==> config.mk <==
export PLATFORM = sky130hd
export DESIGN_NAME = a20_gate_emu
export DESIGN_NICKNAME = d
export VERILOG_FILES = /design/src/rtl/a20_pkg.sv /design/src/rtl/a20_port_decode.sv /design/src/rtl/a20_cmd_seq.sv /design/src/rtl/a20_fast_port.sv /design/src/rtl/a20_gate_emu.sv
export SDC_FILE = /design/constraint.sdc
export NUM_CORES = 1
export LEC_CHECK = 0
export BUFFER_PORTS_ARGS = -buffer_cell sky130_fd_sc_hd__buf_2
export CAP_MARGIN = 20
export CORE_AREA = 2 2 39 41
export DETAILED_ROUTE_END_ITERATION = 8
export DIE_AREA = 0 0 41 43
export PLACE_DENSITY = 0.78
export RECOVER_POWER = 25
export SYNTH_ARGS = -nofsm -noshare
export SYNTH_HDL_FRONTEND = slang
export SYNTH_SLANG_ARGS = --single-unit
==> constraint.sdc <==
create_clock -name clk -period 4.6 [get_ports clk]
set_input_delay 0.69 -clock clk [delete_from_list [all_inputs] [get_ports clk]]
set_output_delay 0.69 -clock clk [all_outputs]
set_load 0.05 [all_outputs]
==> src/rtl/a20_pkg.sv <==
package a20_pkg;

  typedef enum logic [1:0] {
    MODE_KBC  = 2'd0,
    MODE_CHIP = 2'd1,
    MODE_FAST = 2'd2,
    MODE_BOTH = 2'd3
  } a20_mode_e;

  localparam int          DATA_W        = 8;
  localparam logic [7:0]  CMD_WRITE_OUT = 8'hD1;
  localparam logic [7:0]  RST_MASK      = 8'hF1;
  localparam logic [7:0]  RST_MATCH     = 8'hF0;
  localparam int          GATE_BIT      = 1;
  localparam int          PULSE_BIT     = 0;

  localparam int          HIT_DATA      = 0;
  localparam int          HIT_CMD       = 1;
  localparam int          HIT_FAST      = 2;
  localparam int          NUM_PORTS     = 3;

  function automatic logic cmd_path_on(input logic [1:0] m);
    return m[0];
  endfunction

  function automatic logic fast_path_on(input logic [1:0] m);
    return m[1];
  endfunction

  function automatic logic is_reset_pattern(input logic [7:0] d);
    return (d & RST_MASK) == RST_MATCH;
  endfunction

endpackage

==> src/rtl/a20_port_decode.sv <==
module a20_port_decode #(
  parameter int ADDR_W = 16,
  parameter int NPORT  = 3,
  parameter logic [NPORT*ADDR_W-1:0] PORT_LIST = '0
) (
  input  logic              io_wr,
  input  logic [ADDR_W-1:0] io_addr,
  output logic [NPORT-1:0]  hit
);

  for (genvar i = 0; i < NPORT; i++) begin : g_match
    assign hit[i] = io_wr && (io_addr == PORT_LIST[i*ADDR_W +: ADDR_W]);
  end

endmodule

==> src/rtl/a20_cmd_seq.sv <==
module a20_cmd_seq
  import a20_pkg::*;
(
  input  logic              clk,
  input  logic              rst,
  input  logic              en,
  input  logic              wr_data,
  input  logic              wr_cmd,
  input  logic [DATA_W-1:0] data,
  output logic              gate_nxt,
  output logic              rst_req
);

  logic armed_q, armed_n;
  logic gate_q;

  always_comb begin
    armed_n  = armed_q;
    gate_nxt = gate_q;
    rst_req  = 1'b0;
    if (en) begin
      if (wr_cmd) begin
        if (data == CMD_WRITE_OUT) begin
          armed_n = 1'b1;
        end else if (is_reset_pattern(data)) begin
          rst_req = 1'b1;
        end else begin
          armed_n = 1'b0;
        end
      end else if (wr_data && armed_q) begin
        gate_nxt = data[GATE_BIT];
        armed_n  = 1'b0;
      end
    end
  end

  always_ff @(posedge clk) begin
    if (rst) begin
      armed_q <= 1'b0;
      gate_q  <= 1'b0;
    end else begin
      armed_q <= armed_n;
      gate_q  <= gate_nxt;
    end
  end

endmodule

==> src/rtl/a20_fast_port.sv <==
module a20_fast_port
  import a20_pkg::*;
(
  input  logic              clk,
  input  logic              rst,
  input  logic              en,
  input  logic              wr,
  input  logic [DATA_W-1:0] data,
  output logic              gate_nxt,
  output logic              rst_req
);

  logic gate_q;
  logic pulse_bit_q;
  logic accept;

  assign accept   = en && wr;
  assign gate_nxt = accept ? data[GATE_BIT] : gate_q;
  assign rst_req  = accept && data[PULSE_BIT] && !pulse_bit_q;

  always_ff @(posedge clk) begin
    if (rst) begin
      gate_q      <= 1'b0;
      pulse_bit_q <= 1'b0;
    end else if (accept) begin
      gate_q      <= data[GATE_BIT];
      pulse_bit_q <= data[PULSE_BIT];
    end
  end

endmodule

==> src/rtl/a20_gate_emu.sv <==
module a20_gate_emu
  import a20_pkg::*;
#(
  parameter int               ADDR_W    = 16,
  parameter logic [ADDR_W-1:0] PORT_DATA = 16'h0060,
  parameter logic [ADDR_W-1:0] PORT_CMD  = 16'h0064,
  parameter logic [ADDR_W-1:0] PORT_FAST = 16'h0092
) (
  input  logic              clk,
  input  logic              rst,
  input  logic              io_wr,
  input  logic [ADDR_W-1:0] io_addr,
  input  logic [7:0]        io_data,
  input  logic [1:0]        mode,
  input  logic              cpu_a20_in,
  output logic              a20_out,
  output logic              gate_en,
  output logic              cpu_reset,
  output logic              kbc_fwd
);

  localparam logic [NUM_PORTS*ADDR_W-1:0] PORTS = {PORT_FAST, PORT_CMD, PORT_DATA};

  logic [NUM_PORTS-1:0] hit;
  logic cmd_on, fast_on;
  logic kbc_gate_nxt, kbc_rst_req;
  logic fp_gate_nxt, fp_rst_req;
  logic gate_q, rst_q, fwd_q;

  assign cmd_on  = cmd_path_on(mode);
  assign fast_on = fast_path_on(mode);

  a20_port_decode #(
    .ADDR_W   (ADDR_W),
    .NPORT    (NUM_PORTS),
    .PORT_LIST(PORTS)
  ) u_decode (
    .io_wr  (io_wr),
    .io_addr(io_addr),
    .hit    (hit)
  );

  a20_cmd_seq u_cmd (
    .clk     (clk),
    .rst     (rst),
    .en      (cmd_on),
    .wr_data (hit[HIT_DATA]),
    .wr_cmd  (hit[HIT_CMD]),
    .data    (io_data),
    .gate_nxt(kbc_gate_nxt),
    .rst_req (kbc_rst_req)
  );

  a20_fast_port u_fast (
    .clk     (clk),
    .rst     (rst),
    .en      (fast_on),
    .wr      (hit[HIT_FAST]),
    .data    (io_data),
    .gate_nxt(fp_gate_nxt),
    .rst_req (fp_rst_req)
  );

  always_ff @(posedge clk) begin
    if (rst) begin
      gate_q <= 1'b0;
      rst_q  <= 1'b0;
      fwd_q  <= 1'b0;
    end else begin
      gate_q <= (kbc_gate_nxt && cmd_on) || (fp_gate_nxt && fast_on);
      rst_q  <= kbc_rst_req || fp_rst_req;
      fwd_q  <= (hit[HIT_DATA] || hit[HIT_CMD]) && !cmd_on;
    end
  end

  assign gate_en   = gate_q;
  assign cpu_reset = rst_q;
  assign kbc_fwd   = fwd_q;
  assign a20_out   = cpu_a20_in & gate_q;

endmodule

# Yosys cells after proc, flatten, opt, wreduce, memory -nomap -nowiden
# Cells that the tools add are included.
[classes]
n_reduce_logical = 17
bitwise_logic = 1
n_mux = 12
n_eq_ne = 6
[op_table]
columns = ["operator", "count"]
rows = [
  ["$eq 16x7->1 const B", 2],
  ["$eq 16x8->1 const B", 1],
  ["$mux 1", 12],
  ["$logic_and 1x1->1", 10],
  ["$eq 8x8->1 const B", 1],
  ["$eq 5x5->1 const B", 1],
  ["$logic_or 1x1->1", 3],
  ["$ne 3x3->1 const B", 1],
  ["$reduce_and 3->1", 1],
  ["$logic_not 1->1", 2],
  ["$reduce_bool 2->1", 1],
  ["$and 1x1->1", 1],
]
[totals]
output_inout_bits = 4
inputBits = 30
wordCells = 43
reg_bits = 7

# Longest topological paths before layout
# Gate-level depths: netlist of run 1.
[depth]
ltp_word = 8
depth_mapped = 4
mapped_depth_nobuf = 4

# By module
# Synthesis of run 1 repeated with hierarchy kept, for this count alone.
[unflattened]
hier_cells = 48
area_unflattened_um2 = 431.7
[modules_own_cells]
columns = ["mod", "cells_per_inst", "instances", "area_each_um2"]
rows = [
  ["a20_cmd_seq", 15, 1, 141.4],
  ["a20_port_decode", 13, 1, 98.8],
  ["a20_fast_port", 10, 1, 97.6],
  ["a20_gate_emu", 10, 1, 93.8],
]

# Worst setup path before layout of run 1
# Ideal clock, no wire load.
[synth_timing]
kind = "input-to-reg"
start = "in io_addr[6]"
end = "reg rst_q, in the netlist cpu_reset"
path_buffers = 0
cell_stages = 4
setup_ps = 66
setup_slack_ps = 2533
t_arrival_ps = 2001
cell_sequence = "nand4b_1 -> or4b_4 -> or4_4 -> a21oi_2"
[synth_between]
elab_chain_cells = 6
elab_cells_between_ends = 10
cone_classes = "2 x eq/ne; 2 x mux; 6 x reduce/logical"
[synth_rtl]
columns = ["item", "line", "rtl"]
rows = [
  ["start, declared", "a20_gate_emu.sv:12", "input logic [ADDR_W-1:0] io_addr,"],
  ["$eq 16x8->1", "a20_port_decode.sv:12", "assign hit[i] = io_wr && (io_addr == PORT_LIST[i*ADDR_W +: ADDR_W]);"],
  ["$logic_and 1x1->1", "a20_port_decode.sv:12", ""],
  ["$logic_and 1x1->1", "a20_fast_port.sv:17", "assign accept = en && wr;"],
  ["$logic_and 1x1->1 (2 in a row)", "a20_fast_port.sv:19", "assign rst_req = accept && data[PULSE_BIT] && !pulse_bit_q;"],
  ["$logic_or 1x1->1 (*)", "a20_gate_emu.sv:71", "rst_q <= kbc_rst_req || fp_rst_req;"],
  ["end signal, assigned", "a20_gate_emu.sv:71", ""],
  ["end, declared", "a20_gate_emu.sv:28", "logic gate_q, rst_q, fwd_q;"],
]
# Mark *: on every way between the ends. The rest lies on a longest branch, timed or not.
# A chain may end at the register's enable or synchronous reset.

# Worst setup path in the final report of run 1
# Same ends and word-level chain as after synthesis.

==> run_results.csv, run 1 <==
group,metric,value,unit
timing,period_needed,1.968,ns
logic_synthesis,synthAdderAreaFrac,0,
power,p_sw_frac,0.2479,
place,pre_cts_slack,2.373,ns
clock_network,clock_latency,0.25,ns
place,placed_cell_area,684.4,µm²
worst_setup_path,crit_chain,"buf_2 -> nand4b_1 -> or4b_4 -> or4_4 -> a21oi_2",
clock_network,cts_buffer_depth,2,
place,port_buffers,33,
die,core_area,1384,µm²
power,powerDensity,201.2,nW/µm²
worst_setup_path,start_kind,"input port",
clock_network,clock_sinks,7,
die,fp-row-count,14,
logic_synthesis,syn_area_per_cell,8.462,µm²
logic_synthesis,synth_top_family_by_area,"simple AND/OR/NAND/NOR gates",
drt,drt_iter0_markers,8,
drt,drc,0,
worst_setup_path,cp-end-kind,"flop",
layout,design_area,708.2,µm²
drt,dr.pass1.iters,4,
logic_synthesis,yosys.area_share.simple,0.5288,
logic_synthesis,synth_xor_area_frac,0,
logic_synthesis,ys_seq_area_frac,0.2807,
clock_network,cts_buffers,3,
grt,grt_pass1_vias,554,
power,leakage,0.2999,nW
clock_network,htree_levels,1,
timing,finalWorstSetupSlack,2.632,ns
timing,maxSlewViolCount,0,
die,pin_count,34,
die,initial_core_util,0.3608,
timing,max_slew_margin,0.6100,
run_status,outcome,"finished clean",
layout,nets,127,
place,routabilityCongestion,0.8239,
clock_network,clockRootBuffer,"clkbuf_4",
drt,avgViaCountPerCell,5.518,
worst_setup_path,path_max_fanout,4,
timing,worst_clock_skew,0.0001195,ns
logic_synthesis,synth_compound_area_frac,0.1529,
worst_setup_path,worstSetupPathType,"input port to flop",
worst_setup_path,r2r-start,"u_fast.pulse_bit_q",
clock_network,tritoncts,"built",
timing,hold_viol_final,0,
power,intPower,0.1072,mW
clock_network,post_cts_resized,0,
layout,postLayoutCoreUtil,0.5118,
grt,grt_max_degree,9,
grt,grt_antenna_before_repair,0,
worst_setup_path,cp_slowest_stage_delay,0.53,ns
logic_synthesis,synth_nets,89,
worst_setup_path,cp.arrival,2.16,ns
power,seq_power_share,0.426,
layout,area_growth,41.85,%
worst_setup_path,r2r_slack,3.54,ns
die,die_h,43,µm
power,p_clk_frac,0.402,
timing,tightest_slew,0.5876,ns
drt,drt-wirelength-per-cell,11.56,µm
timing,fin_crit_sh,0.4277,
layout,nFillCells,137,
power,p_total,0.1425,mW
logic_synthesis,synth_seq_cells,7,
drt,routed_wl,1295,µm
drt,vias,618,
min_path,holdCritPathClass,"flop to flop",
timing,rsz0062_at_grt,"no",
grt,track_usage,0.1805,
logic_synthesis,netlist_area,499.2,µm²
logic_synthesis,ys_warn_count,0,
logic_synthesis,netlist-cell-type-count,31,
power,p_comb_frac,0.172,
timing,fmax,0.5082,GHz
logic_synthesis,synth.area.mux_share,0.02256,
clock_network,postCtsSetupBuffers,0,
die,die_w,41,µm
min_path,min_from,"u_fast.gate_q",
grt,grt_overflow_total,0,
clock_network,ctsHoldBuffers,0,
worst_setup_path,slowest_stage,"or4_4",
power,power.switching,0.03533,mW
layout,drive_gt1_frac,0.4167,
place,dp_hpwl,1046,µm
power,ir_drop,0.1151,mV
timing,finalSetupTns,0,ns
worst_setup_path,required,4.80,ns
die,die-area,1763,µm²
drt,antenna_left,0,
logic_synthesis,syn_inst,59,
worst_setup_path,crit_start,"io_addr[6]",
clock_network,clk_pin_slew,0.05,ns
run,maxCapViolCount,0,
layout,num_antenna_cells,0,
grt,grt_pass1_wl,2111,µm
timing,setup_viol,0,
cell usage in the layout (no fill, tap or decap), types with 2 or more instances in the layout:
cell type / count
dfxtp_1: 7
o21ai_0: 3
clkbuf_4: 3
nor2b_1: 2
nand2_1: 2
buf_2: 31
nor3_1: 3
nor4_1: 4
nand2b_1: 2
nand3_1: 3
nand4b_1: 2
and3_1: 2
a21oi_1: 2
nand3b_1: 2
or3_1: 2
clkbuf_1: 3
nand4_1: 3
inv_1: 2
nor4b_1: 3
metal layers:
layer,vias up,share of wire,global-route usage
met4,0,0.029,0.1200
met5,-,0,0
li1,312,-,-
met1,276,0.42,0.1859
met3,5,0.086,0.06283
met2,25,0.47,0.2875
path summary, 6_finish.rpt:
path                        end  cells after the start
setup / recovery      cpu_reset                      5
hold / removal    u_fast.gate_q                      2
setup reg to reg      cpu_reset                      3
hold reg to reg   u_fast.gate_q                      2
cell usage after synthesis (all sizes together):
cell type | instances | area (µm²)
mux2 | 1 | 11.26
a21oi | 3 | 18.77
nand2 | 2 | 7.510
or3b | 1 | 8.760
or4bb | 1 | 11.26
nor4b | 3 | 26.28
o21ai | 3 | 15.01
o211ai | 1 | 7.510
nor2b | 2 | 12.51
nor4bb | 1 | 10.01
inv | 2 | 7.510
and4 | 1 | 8.760
nand4b | 2 | 17.52
or3 | 2 | 12.51
nand4 | 3 | 18.77
nor2 | 1 | 3.750
nor4 | 4 | 25.02
or4b | 1 | 13.76
and3 | 2 | 12.51
or4 | 1 | 11.26
nand3b | 2 | 15.01
a211oi | 1 | 7.510
nand2b | 2 | 12.51
o21a | 1 | 7.510
nand3 | 3 | 15.01
and2 | 1 | 6.260
o21ba | 1 | 10.01
dfxtp | 7 | 140.1
nor3 | 3 | 15.01
o211a | 1 | 10.01
through the flow:
step / hold slack, ns / cells
floorplan: 0.4379 / 59
finish: 0.4924 / 112
CTS: 0.4768 / 112
global placement: 0.4609 / 108
global route: 0.4767 / 112
detailed placement: 0.4696 / 108
power groups by stage:
stage | Sequential [mW] | Clock, mW | Combinational [mW]
CTS | 0.0607 | 0.0587 | 0.0245
detailed placement | 0.0620 | 0 | 0.0242
floorplan | 0.0620 | 0 | 0.00673
global route | 0.0606 | 0.0627 | 0.0276
finish | 0.0607 | 0.0574 | 0.0245
global placement | 0.0620 | 0 | 0.0237
worst max-delay path, delay by kind of cell:
kind	cells	cell delay (ns)
and+or+nand+nor	3	1.24
buffers and inverters	1	0.11
AOI/OAI and AO/OA	1	0.13
registers in the layout (all words and copies together), names as in the netlist:
| register | cells |
|---|---|
| u_cmd.armed_q | 1 |
| kbc_fwd | 1 |
| gate_en | 1 |
| cpu_reset | 1 |
| u_cmd.gate_q | 1 |
| u_fast.pulse_bit_q | 1 |
| u_fast.gate_q | 1 |
cell families after synthesis:
group,count (synthesis)
buffers and inverters,2
DFF,7
AOI/OAI and AO/OA,11
muxes,1
and+or+nand+nor,38
cell type report:
| type | instances | area [µm²] | area share |
|---|---|---|---|
| repair buffers | 33 | 162.7 | 0.2297 |
| inverters | 2 | 7.507 | 0.01060 |
| well taps | 16 | 20.02 | 0.02827 |
| flip-flops and latches | 7 | 140.1 | 0.1979 |
| multi-input cells | 50 | 351.6 | 0.4965 |
| clock buffers | 4 | 26.28 | 0.03710 |
(Power assumes the default switching activity.)
==> inputs of run 2 (changes only) <==
- ABC_AREA: not set -> 1
- CORE_AREA: 2 2 39 41 -> not set
- CORE_UTILIZATION: not set -> 35
- DIE_AREA: 0 0 41 43 -> not set
- PLACE_DENSITY: 0.78 -> 0.77
- clock period: 4.6 -> 1.73 ns (I/O delays scaled with it)
==> run 2 against run 1 <==
  * Sequential power grew to 2.7 times the previous value
  * Power rose to 2.6 times the previous value
  * Wire length decreased by 14%
  * Largest cell class unchanged
  * Clock skew increased by 0.0046 ns
  * Final cell count up 22%
  * Critical path type is now flop to primary output
  * Combinational power rose to 2.5 times the previous value
  * Die area fell by 9.7%
  * Sequential share of layout area rose by 0.070 points
  * Critical path depth is 2 lower
  * Synthesized cell count up 44%
  * Core utilization is 2.4 points higher
  * Cell area shrank 0.35%
==> run_results.csv, run 2 <==
group,metric,value,unit
power,leakage,0.4228,nW
drt,drt-wirelength-per-cell,8.095,µm
worst_setup_path,worstSetupPathType,"flop to primary output",
logic_synthesis,synth_top_area_share,0.2786,
worst_setup_path,cp.arrival,0.88,ns
grt,grt_pass1_vias,503,
clock_network,clock_latency,0.24,ns
timing,worst_clock_skew,0.004741,ns
layout,regArea,140.1,µm²
layout,area_growth,40.30,%
grt,grt_antenna_before_repair,0,
die,die_h,39.91,µm
layout,nFillCells,143,
logic_synthesis,ys_warn_count,0,
timing,setup_viol,0,
timing,max_slew_margin,0.8475,
worst_setup_path,cp-end-kind,"primary output",
layout,num_antenna_cells,0,
logic_synthesis,netlist-cell-type-count,17,
timing,rsz0062_at_grt,"no",
run_status,outcome,"finished clean",
layout,final_cells,137,
worst_setup_path,required,1.47,ns
logic_synthesis,syn_area_per_cell,5.917,µm²
power,ir_drop,0.1797,mV
grt,use_met3,0.01705,
drt,avgViaCountPerCell,4.431,
grt,grt_use_met2,0.2984,
layout,multi_input_area,265.3,µm²
timing,maxSlewViolCount,0,
drt,routed_wl,1109,µm
timing,period_needed,1.144,ns
clock_network,htree_levels,1,
clock_network,clock_sinks,7,
clock_network,ctsHoldBuffers,0,
place,pre_cts_slack,0.5201,ns
logic_synthesis,netlist_area,503.0,µm²
drt,drc,0,
die,pin_count,34,
logic_synthesis,synthArstFlopShare,0,
layout,drive_gt1_frac,0.3525,
clock_network,cts_buffers,3,
die,initial_core_util,0.3818,
clock_network,postCtsSetupBuffers,0,
drt,vias,607,
logic_synthesis,synth_area_leaders,"dfxtp_1 (28%), inv_1 (17%), nand2_1 (15%), nand4_1 (7.5%), nor2_1 (6.0%)",
drt,dr.pass1.iters,4,
logic_synthesis,ys_seq_area_frac,0.2786,
die,core_area,1318,µm²
die,die_w,39.91,µm
grt,grt_pass1_wl,1807,µm
timing,fin_crit_sh,0.6612,
clock_network,post_cts_resized,0,
run,maxCapViolCount,0,
place,dp_hpwl,975.4,µm
logic_synthesis,synth_nets,115,
timing,fmax,0.8742,GHz
die,die-area,1593,µm²
timing,finalWorstSetupSlack,0.5862,ns
grt,track_usage,0.1644,
layout,postLayoutCoreUtil,0.5356,
layout,layout_common_cells,"buf_2 (33), inv_1 (23), nand2_1 (20)",
timing,tightest_slew,0.2269,ns
grt,top_usage_layer,"met2",
min_path,holdCritPathClass,"input port to flop",
grt,grt_overflow_total,0,
clock_network,clk_pin_slew,0.06,ns
logic_synthesis,synth_seq_cells,7,
worst_setup_path,path_max_fanout,2,
logic_synthesis,yosysMostFrequentCell,"inv_1",
place,routabilityCongestion,0.8689,
drt,antenna_left,0,
clock_network,cts_buffer_depth,2,
logic_synthesis,synthTopCellsByCount,"inv_1 (23), nand2_1 (20), nor2_1 (8), dfxtp_1 (7), nand4_1 (6)",
grt,grt_max_degree,6,
worst_setup_path,start_kind,"flop",
timing,hold_viol_final,0,
drt,drt_iter0_markers,11,
logic_synthesis,synth_area_leader_cell,"dfxtp_1",
place,dp_cells,133,
power,powerDensity,524.2,nW/µm²
grt,grt_use_met1,0.1967,
place,port_buffers,33,
clock_network,tritoncts,"built",
timing,finalSetupTns,0,ns
clock_network,clockRootBuffer,"clkbuf_4",
die,fp-row-count,13,
logic_synthesis,syn_inst,85,
logic_synthesis,ys.flop_type,"dfxtp_1",
logic_synthesis,synth-edff-count,0,
layout,final_common_cell,"buf_2",
layout,nets,153,
==> run 2: cell count changes after synthesis, sizes merged, moves of 3 or more <==
cell   previous run  this run
nand4             3         6
nor4              4         1
nand2             2        21
nor4b             3         0
nor2              1        12
inv               2        24
nand3             3         6
==> run 2: logic make-up after synthesis <==
logic type / after synthesis / share of synthesized area
AND/OR/NAND/NOR: 50 / 0.4951
buffers and inverters: 24 / 0.1791
flip-flops: 7 / 0.2786
AO/OA/AOI/OAI: 4 / 0.04726
==> run 2: critical path, stage by stage (launching register included) <==
cell	delay, ns
dfxtp_1	0.32
nand2_1	0.05
inv_1	0.04
buf_2	0.24
==> run 2: final cells by class <==
type	count	area share
clock buffers	4	0.03723
inverters	24	0.1277
multi-input cells	54	0.3759
flip-flops and latches	7	0.1986
well taps	15	0.02660
repair buffers	33	0.2340
==> run 2: report_power, final <==
part | switching (mW) | leakage, nW | internal, mW | total (mW)
Combinational | 0.0307 | 0.351 | 0.0317 | 0.0624
Sequential | 0.000000228 | 0.0563 | 0.161 | 0.161
Clock | 0.0583 | 0.0150 | 0.0879 | 0.146
Total | 0.0890 | 0.423 | 0.281 | 0.370
==> run 2: stage by stage <==
| step | area, µm² | hold WS (ns) | power (mW) |
|---|---|---|---|
| floorplan | 503.0 | 0.3286 | 0.1883 |
| global placement | 686.9 | 0.4470 | 0.2267 |
| detailed placement | 686.9 | 0.4521 | 0.2279 |
| CTS | 713.2 | 0.1959 | 0.3763 |
| global route | 705.7 | 0.2154 | 0.3899 |
| finish | 705.7 | 0.2022 | 0.3699 |
==> run 2: final timing paths <==
check	start	to	slack (ns)	cells after the start
min	rst	u_fast.pulse_bit_q	0.20	2
min reg2reg	u_fast.pulse_bit_q	u_fast.pulse_bit_q	0.47	2
max	gate_en	a20_out	0.59	3
max reg2reg	u_cmd.armed_q	gate_en	0.69	6
==> run 2: metal layers <==
metal | up-vias | routed length [µm]
met2 | 23 | 525
met5 | - | 0
li1 | 338 | -
met3 | 0 | 64
met4 | 0 | 0
met1 | 246 | 519
